===== src/rtl/pbu_pkg.sv =====
package pbu_pkg;
  localparam int PIX_W   = 16;
  localparam int ALPHA_W = 8;
  localparam int MODE_W  = 2;
  localparam int NUM_CH  = 3;
  localparam int CH_MAXW = 6;
  localparam int ACC_W   = ALPHA_W + CH_MAXW + 1;
  localparam int CH_LSB [NUM_CH] = '{11, 5, 0};
  localparam int CH_W   [NUM_CH] = '{5, 6, 5};

  typedef enum logic [MODE_W-1:0] {
    MODE_OFF   = 2'd0,
    MODE_MASK  = 2'd1,
    MODE_BLEND = 2'd2,
    MODE_BOTH  = 2'd3
  } modeT;

  typedef struct packed {
    logic load;
    logic blendEn;
    logic fgIsReg;
  } strobeT;

  function automatic logic [CH_MAXW-1:0] mixChannel(
      input logic [CH_MAXW-1:0] fg,
      input logic [CH_MAXW-1:0] bg,
      input logic [ALPHA_W-1:0] alpha);
    logic [ACC_W-1:0] acc;
    acc = ACC_W'(alpha) * ACC_W'(fg)
        + (ACC_W'(1 << ALPHA_W) - ACC_W'(alpha)) * ACC_W'(bg);
    return acc[ALPHA_W +: CH_MAXW];
  endfunction
endpackage


===== src/rtl/pbu_ctrl.sv =====
module pbu_ctrl
  import pbu_pkg::*;
(
  input  logic              clk,
  input  logic              rstN,
  input  logic [MODE_W-1:0] cfgMode,
  input  logic              cfgSrcSel,
  input  logic              inValid,
  input  logic              outReady,
  input  logic              maskHit,
  output strobeT            strb,
  output logic              outValid
);
  logic maskEn;
  logic dropPix;
  logic accept;

  assign maskEn  = cfgMode[0];
  assign dropPix = maskEn && maskHit;
  assign accept  = inValid && outReady;

  always_comb begin
    strb.load    = accept && !dropPix;
    strb.blendEn = cfgMode[1];
    strb.fgIsReg = cfgSrcSel;
  end

  always_ff @(posedge clk) begin
    if (!rstN) begin
      outValid <= 1'b0;
    end else if (outReady) begin
      outValid <= accept && !dropPix;
    end
  end
endmodule


===== src/rtl/pbu_datapath.sv =====
module pbu_datapath
  import pbu_pkg::*;
(
  input  logic               clk,
  input  logic               rstN,
  input  strobeT             strb,
  input  logic [PIX_W-1:0]   inData,
  input  logic [PIX_W-1:0]   cfgMask,
  input  logic [ALPHA_W-1:0] cfgAlpha,
  input  logic [PIX_W-1:0]   cfgPixel0,
  input  logic [PIX_W-1:0]   cfgPixel1,
  output logic               maskHit,
  output logic [PIX_W-1:0]   outData
);
  logic [PIX_W-1:0] fgPix;
  logic [PIX_W-1:0] bgPix;
  logic [PIX_W-1:0] mixed;
  logic [PIX_W-1:0] nextPix;

  assign maskHit = (inData == cfgMask);
  assign fgPix   = strb.fgIsReg ? cfgPixel1 : inData;
  assign bgPix   = strb.fgIsReg ? inData : cfgPixel0;

  for (genvar g = 0; g < NUM_CH; g++) begin : gChan
    localparam int LSB = CH_LSB[g];
    localparam int W   = CH_W[g];
    logic [CH_MAXW-1:0] chRes;
    assign chRes = mixChannel(CH_MAXW'(fgPix[LSB +: W]),
                              CH_MAXW'(bgPix[LSB +: W]), cfgAlpha);
    assign mixed[LSB +: W] = chRes[W-1:0];
  end

  assign nextPix = strb.blendEn ? mixed : inData;

  always_ff @(posedge clk) begin
    if (!rstN) begin
      outData <= '0;
    end else if (strb.load) begin
      outData <= nextPix;
    end
  end
endmodule


===== src/rtl/pix_blend_unit.sv =====
module pix_blend_unit
  import pbu_pkg::*;
(
  input  logic               clk,
  input  logic               rstN,
  input  logic [MODE_W-1:0]  cfgMode,
  input  logic [PIX_W-1:0]   cfgMask,
  input  logic [ALPHA_W-1:0] cfgAlpha,
  input  logic [PIX_W-1:0]   cfgPixel0,
  input  logic [PIX_W-1:0]   cfgPixel1,
  input  logic               cfgSrcSel,
  input  logic               inValid,
  input  logic [PIX_W-1:0]   inData,
  output logic               inReady,
  output logic               outValid,
  output logic [PIX_W-1:0]   outData,
  input  logic               outReady
);
  strobeT strb;
  logic   maskHit;

  assign inReady = outReady;

  pbu_ctrl uCtrl (
    .clk(clk), .rstN(rstN), .cfgMode(cfgMode), .cfgSrcSel(cfgSrcSel),
    .inValid(inValid), .outReady(outReady), .maskHit(maskHit),
    .strb(strb), .outValid(outValid)
  );

  pbu_datapath uDp (
    .clk(clk), .rstN(rstN), .strb(strb), .inData(inData),
    .cfgMask(cfgMask), .cfgAlpha(cfgAlpha), .cfgPixel0(cfgPixel0),
    .cfgPixel1(cfgPixel1), .maskHit(maskHit), .outData(outData)
  );
endmodule


===== config.mk =====
export PLATFORM = sky130hd
export DESIGN_NAME = pix_blend_unit
export DESIGN_NICKNAME = d
export VERILOG_FILES = /design/src/rtl/pbu_pkg.sv /design/src/rtl/pbu_ctrl.sv /design/src/rtl/pbu_datapath.sv /design/src/rtl/pix_blend_unit.sv
export SDC_FILE = /design/constraint.sdc
export NUM_CORES = 1
export LEC_CHECK = 0
export ABC_AREA = 1
export BUFFER_PORTS_ARGS = -buffer_cell sky130_fd_sc_hd__buf_4
export CAP_MARGIN = 25
export CORE_UTILIZATION = 45
export CTS_CLUSTER_DIAMETER = 30
export DETAILED_ROUTE_END_ITERATION = 7
export PLACE_DENSITY_LB_ADDON = 0.12
export SLEW_MARGIN = 30
export SYNTH_ARGS = -nofsm -noshare
export SYNTH_HDL_FRONTEND = slang
export SYNTH_SLANG_ARGS = --single-unit

===== constraint.sdc =====
create_clock -name clk -period 8.2 [get_ports clk]
set_clock_uncertainty 0.15 [all_clocks]
set_input_delay 0.41 -clock clk [delete_from_list [all_inputs] [get_ports clk]]
set_output_delay 0.41 -clock clk [all_outputs]
set_load 0.05 [all_outputs]

==> out/metrics.yaml <==
status:
  status: "finished, final reports clean"
route:
  wire_per_inst_um: 16.9
  dr.first_iter.drc_count: 573
  drc: 0
  drtPass1Iterations: 5
  via_per_inst: 5.08
  num_vias: 8706
  final_antenna_net_count: 0
  drt_wl_total_mm: 29.0
setup_path:
  start_kind: "input port"
  worst-setup-path-type: "input port to flip-flop"
  worst-path-max-fanout: 12
  cp.required_ns: 8.17
  worstPathArrival_ns: 6.28
  slowest_stage: "fa_1"
  critPathCaptureType: "flip-flop"
  crit_chain: "buf_4, clkinv_1, ha_1, xnor2_1, inv_1, or2_2, fa_1, fa_1, inv_1, fa_1, fa_1, inv_1, fa_1, inv_1, ha_1, a21oi_1, o21ai_0, a21oi_1, nand3_1, nand2_1, nand2_1, nand2_1, a21oi_1"
  path_common_cell: "fa_1"
  slowest_delay_ns: 0.52
grt:
  grt_pass1_vias: 8735
  grt_max_degree: 47
  grt_use_met1: 0.367
  antenna_found_initial: 0
  grt_usage: 0.271
  met2_usage: 0.460
  grt_pass1_wl_mm: 45.8
  grt.busiest_layer: "met2"
  met3_usage: 0.0162
  grt-ovfl-total: 0
sta:
  hold_viol: 0
  fin_crit_ns: 6.31
  worst_hold_slack_ns: 0.266
  maxSlewHeadroom: 0.400
  tightest_slew_ns: 0.895
  fin_tns_setup_ns: 0
  setup_viol: 0
  maxSlewViolCount: 0
  rsz0062_at_grt: "false"
  fin_crit_sh: 0.769
  max_freq_mhz: 159
floorplanning:
  placement_rows: 53
  die_w_um: 150
  initial_core_util: 0.462
  ios: 97
  dieArea_mm2: 0.0224
  die_h_um: 150
  core_area_mm2: 0.0212
placed_design:
  placed_area_mm2: 0.0107
  placed_cells: 1709
  gp_congestion: 0.914
  dpl.hpwl_mm: 24.7
  io_buffers: 96
clock_tree:
  postCtsResizedCells: 0
  cts_setup_buffers: 0
  tritoncts: "built"
  numCtsBuffers: 3
  cts_hold_buf: 0
  clk_path_buf_depth: 2
  clock_sinks: 17
  path_clk_slew_ns: 0.05
  clockRootBuffer: "clkbuf_16"
  cts-htree-levels: 1
  clk_latency_ns: 0.26
power:
  p_leak_uw: 0.00609
  p_per_area_mw_per_mm2: 357
  peakVddDrop_mv: 0.247
min_path:
  hold_class: "input port to flip-flop"
synth:
  yosysWarnings: 0
  synth_seq_area_share: 0.0347
  synth_area_mm2: 0.00981
  synth_nets: 1732
  synthAdderAreaFrac: 0.498
  synth_top_family_by_area: "adder cells"
  avgSynthCellArea_um2: 7.15
  synth_cell_type_count: 40
  synthCells: 1372
  ys_ff_latch: 17
  synth_compound_area_frac: 0.0578
  muxShareOfSynthArea: 0.00102
  synthSimpleGateAreaFrac: 0.255
  synthXorXnorAreaFrac: 0.0140
layout:
  syn_to_final_growth_pct: 9.87
  fillCellCount: 2207
  design_area_mm2: 0.0108
  fin_nets: 1799
  drive_above_1_share: 0.106
  fin_cells: 1713
  diodes: 0
job:
  drv_cap: 0
[cells by family (layout without fill, tap and decap cells)]
family | count (synthesis) | in the layout
and+or+nand+nor | 605 | 605
buffers and inverters | 349 | 415
adders and majority gates | 281 | 281
AOI/OAI and AO/OA | 105 | 105
DFF | 17 | 17
xor gates and xnor gates | 14 | 14
muxes | 1 | 1
[synth_stat cells (all sizes together)]
cell,number,area share
a21oi,50,0.026
nor4,2,0.0013
xor2,8,0.0087
nand4,7,0.0045
o21bai,2,0.0015
inv,312,0.12
o21ai,44,0.024
clkinv,1,0.00038
a21o,6,0.0046
nand3b,4,0.0031
dfxtp,17,0.035
nor2,216,0.087
or2,18,0.011
nor3,8,0.0057
and2,1,0.00064
mux2i,1,0.0010
clkbuf,19,0.0073
o21a,2,0.0015
o22ai,1,0.00064
xnor2,6,0.0054
buf,17,0.012
ha,98,0.13
fa,183,0.37
nand3,48,0.025
nand2,301,0.12
[layer usage]
| metal | up-vias | share of wire |
|---|---|---|
| met4 | 0 | 0.035 |
| met2 | 231 | 0.49 |
| met5 | - | 0 |
| li1 | 4199 | - |
| met3 | 47 | 0.039 |
| met1 | 4229 | 0.43 |
[cell usage in the layout, fill, tap and decap left out]
| master | count |
|---|---|
| a21o_1 | 6 |
| a21oi_1 | 50 |
| and2_1 | 1 |
| buf_4 | 98 |
| clkbuf_1 | 1 |
| clkbuf_16 | 3 |
| clkinv_1 | 1 |
| dfxtp_1 | 17 |
| fa_1 | 183 |
| ha_1 | 98 |
| inv_1 | 302 |
| inv_2 | 9 |
| inv_4 | 1 |
| mux2i_1 | 1 |
| nand2_1 | 298 |
| nand2_2 | 3 |
| nand3_1 | 47 |
| nand3_2 | 1 |
| nand3b_1 | 4 |
| nand4_1 | 7 |
| nor2_1 | 203 |
| nor2_2 | 11 |
| nor2_4 | 2 |
| nor3_1 | 6 |
| nor3_2 | 1 |
| nor3_4 | 1 |
| nor4_1 | 2 |
| o21a_1 | 2 |
| o21ai_0 | 37 |
| o21ai_1 | 3 |
| o21ai_2 | 4 |
| o21bai_1 | 2 |
| o22ai_1 | 1 |
| or2_1 | 1 |
| or2_2 | 17 |
| xnor2_1 | 6 |
| xor2_1 | 6 |
| xor2_2 | 2 |
[path summary, 6_finish.rpt]
kind,endpoint,slack [ns],cells after the start,start
setup / recovery,uDp.outData[15]$_SDFFE_PN0P_,1.89,23,cfgAlpha[1]
hold / removal,uDp.outData[0]$_SDFFE_PN0P_,0.27,3,rstN
setup reg to reg,uDp.outData[3]$_SDFFE_PN0P_,7.35,2,uDp.outData[3]$_SDFFE_PN0P_
hold reg to reg,uDp.outData[13]$_SDFFE_PN0P_,0.32,2,uDp.outData[13]$_SDFFE_PN0P_
[state kept, by name (all words and copies together) (netlist names)]
| register | count |
|---|---|
| uDp.outData | 16 |
| uCtrl.outValid | 1 |
[through the flow]
stage | utilization | setup WS, ns | total power, uW
finish | 0.508 | 1.89 | 3840
global route | 0.508 | 1.62 | 4400
CTS | 0.508 | 1.95 | 3850
detailed placement | 0.504 | 1.68 | 3720
global placement | 0.504 | 1.70 | 3690
floorplan | - | 2.36 | 2860
[critical path, delay by kind of cell]
kind,cells,cell delay (ns)
AO/OA/AOI/OAI,4,0.62
AND/OR/NAND/NOR,5,0.67
buffers and inverters,6,1.08
XOR/XNOR,1,0.40
adder cells (fa/ha/maj),7,3.08
[layout make-up]
cell class | instances | area [um2] | share of cell area
Inverter | 313 | 1180 | 0.109
Tap cell | 275 | 344 | 0.0319
Timing Repair Buffer | 98 | 736 | 0.0683
Multi-Input combinational cell | 1006 | 8100 | 0.752
Sequential cell | 17 | 340 | 0.0316
Clock buffer | 4 | 78.8 | 0.00731
[power breakdown]
part           switching [uW]  leakage [uW]  internal (uW)  total (uW)
Sequential               14.7      0.000139            107         122
Clock                    39.0     0.0000382           66.4         105
Combinational            2260       0.00591           1360        3620
(Power assumes the default switching activity.)
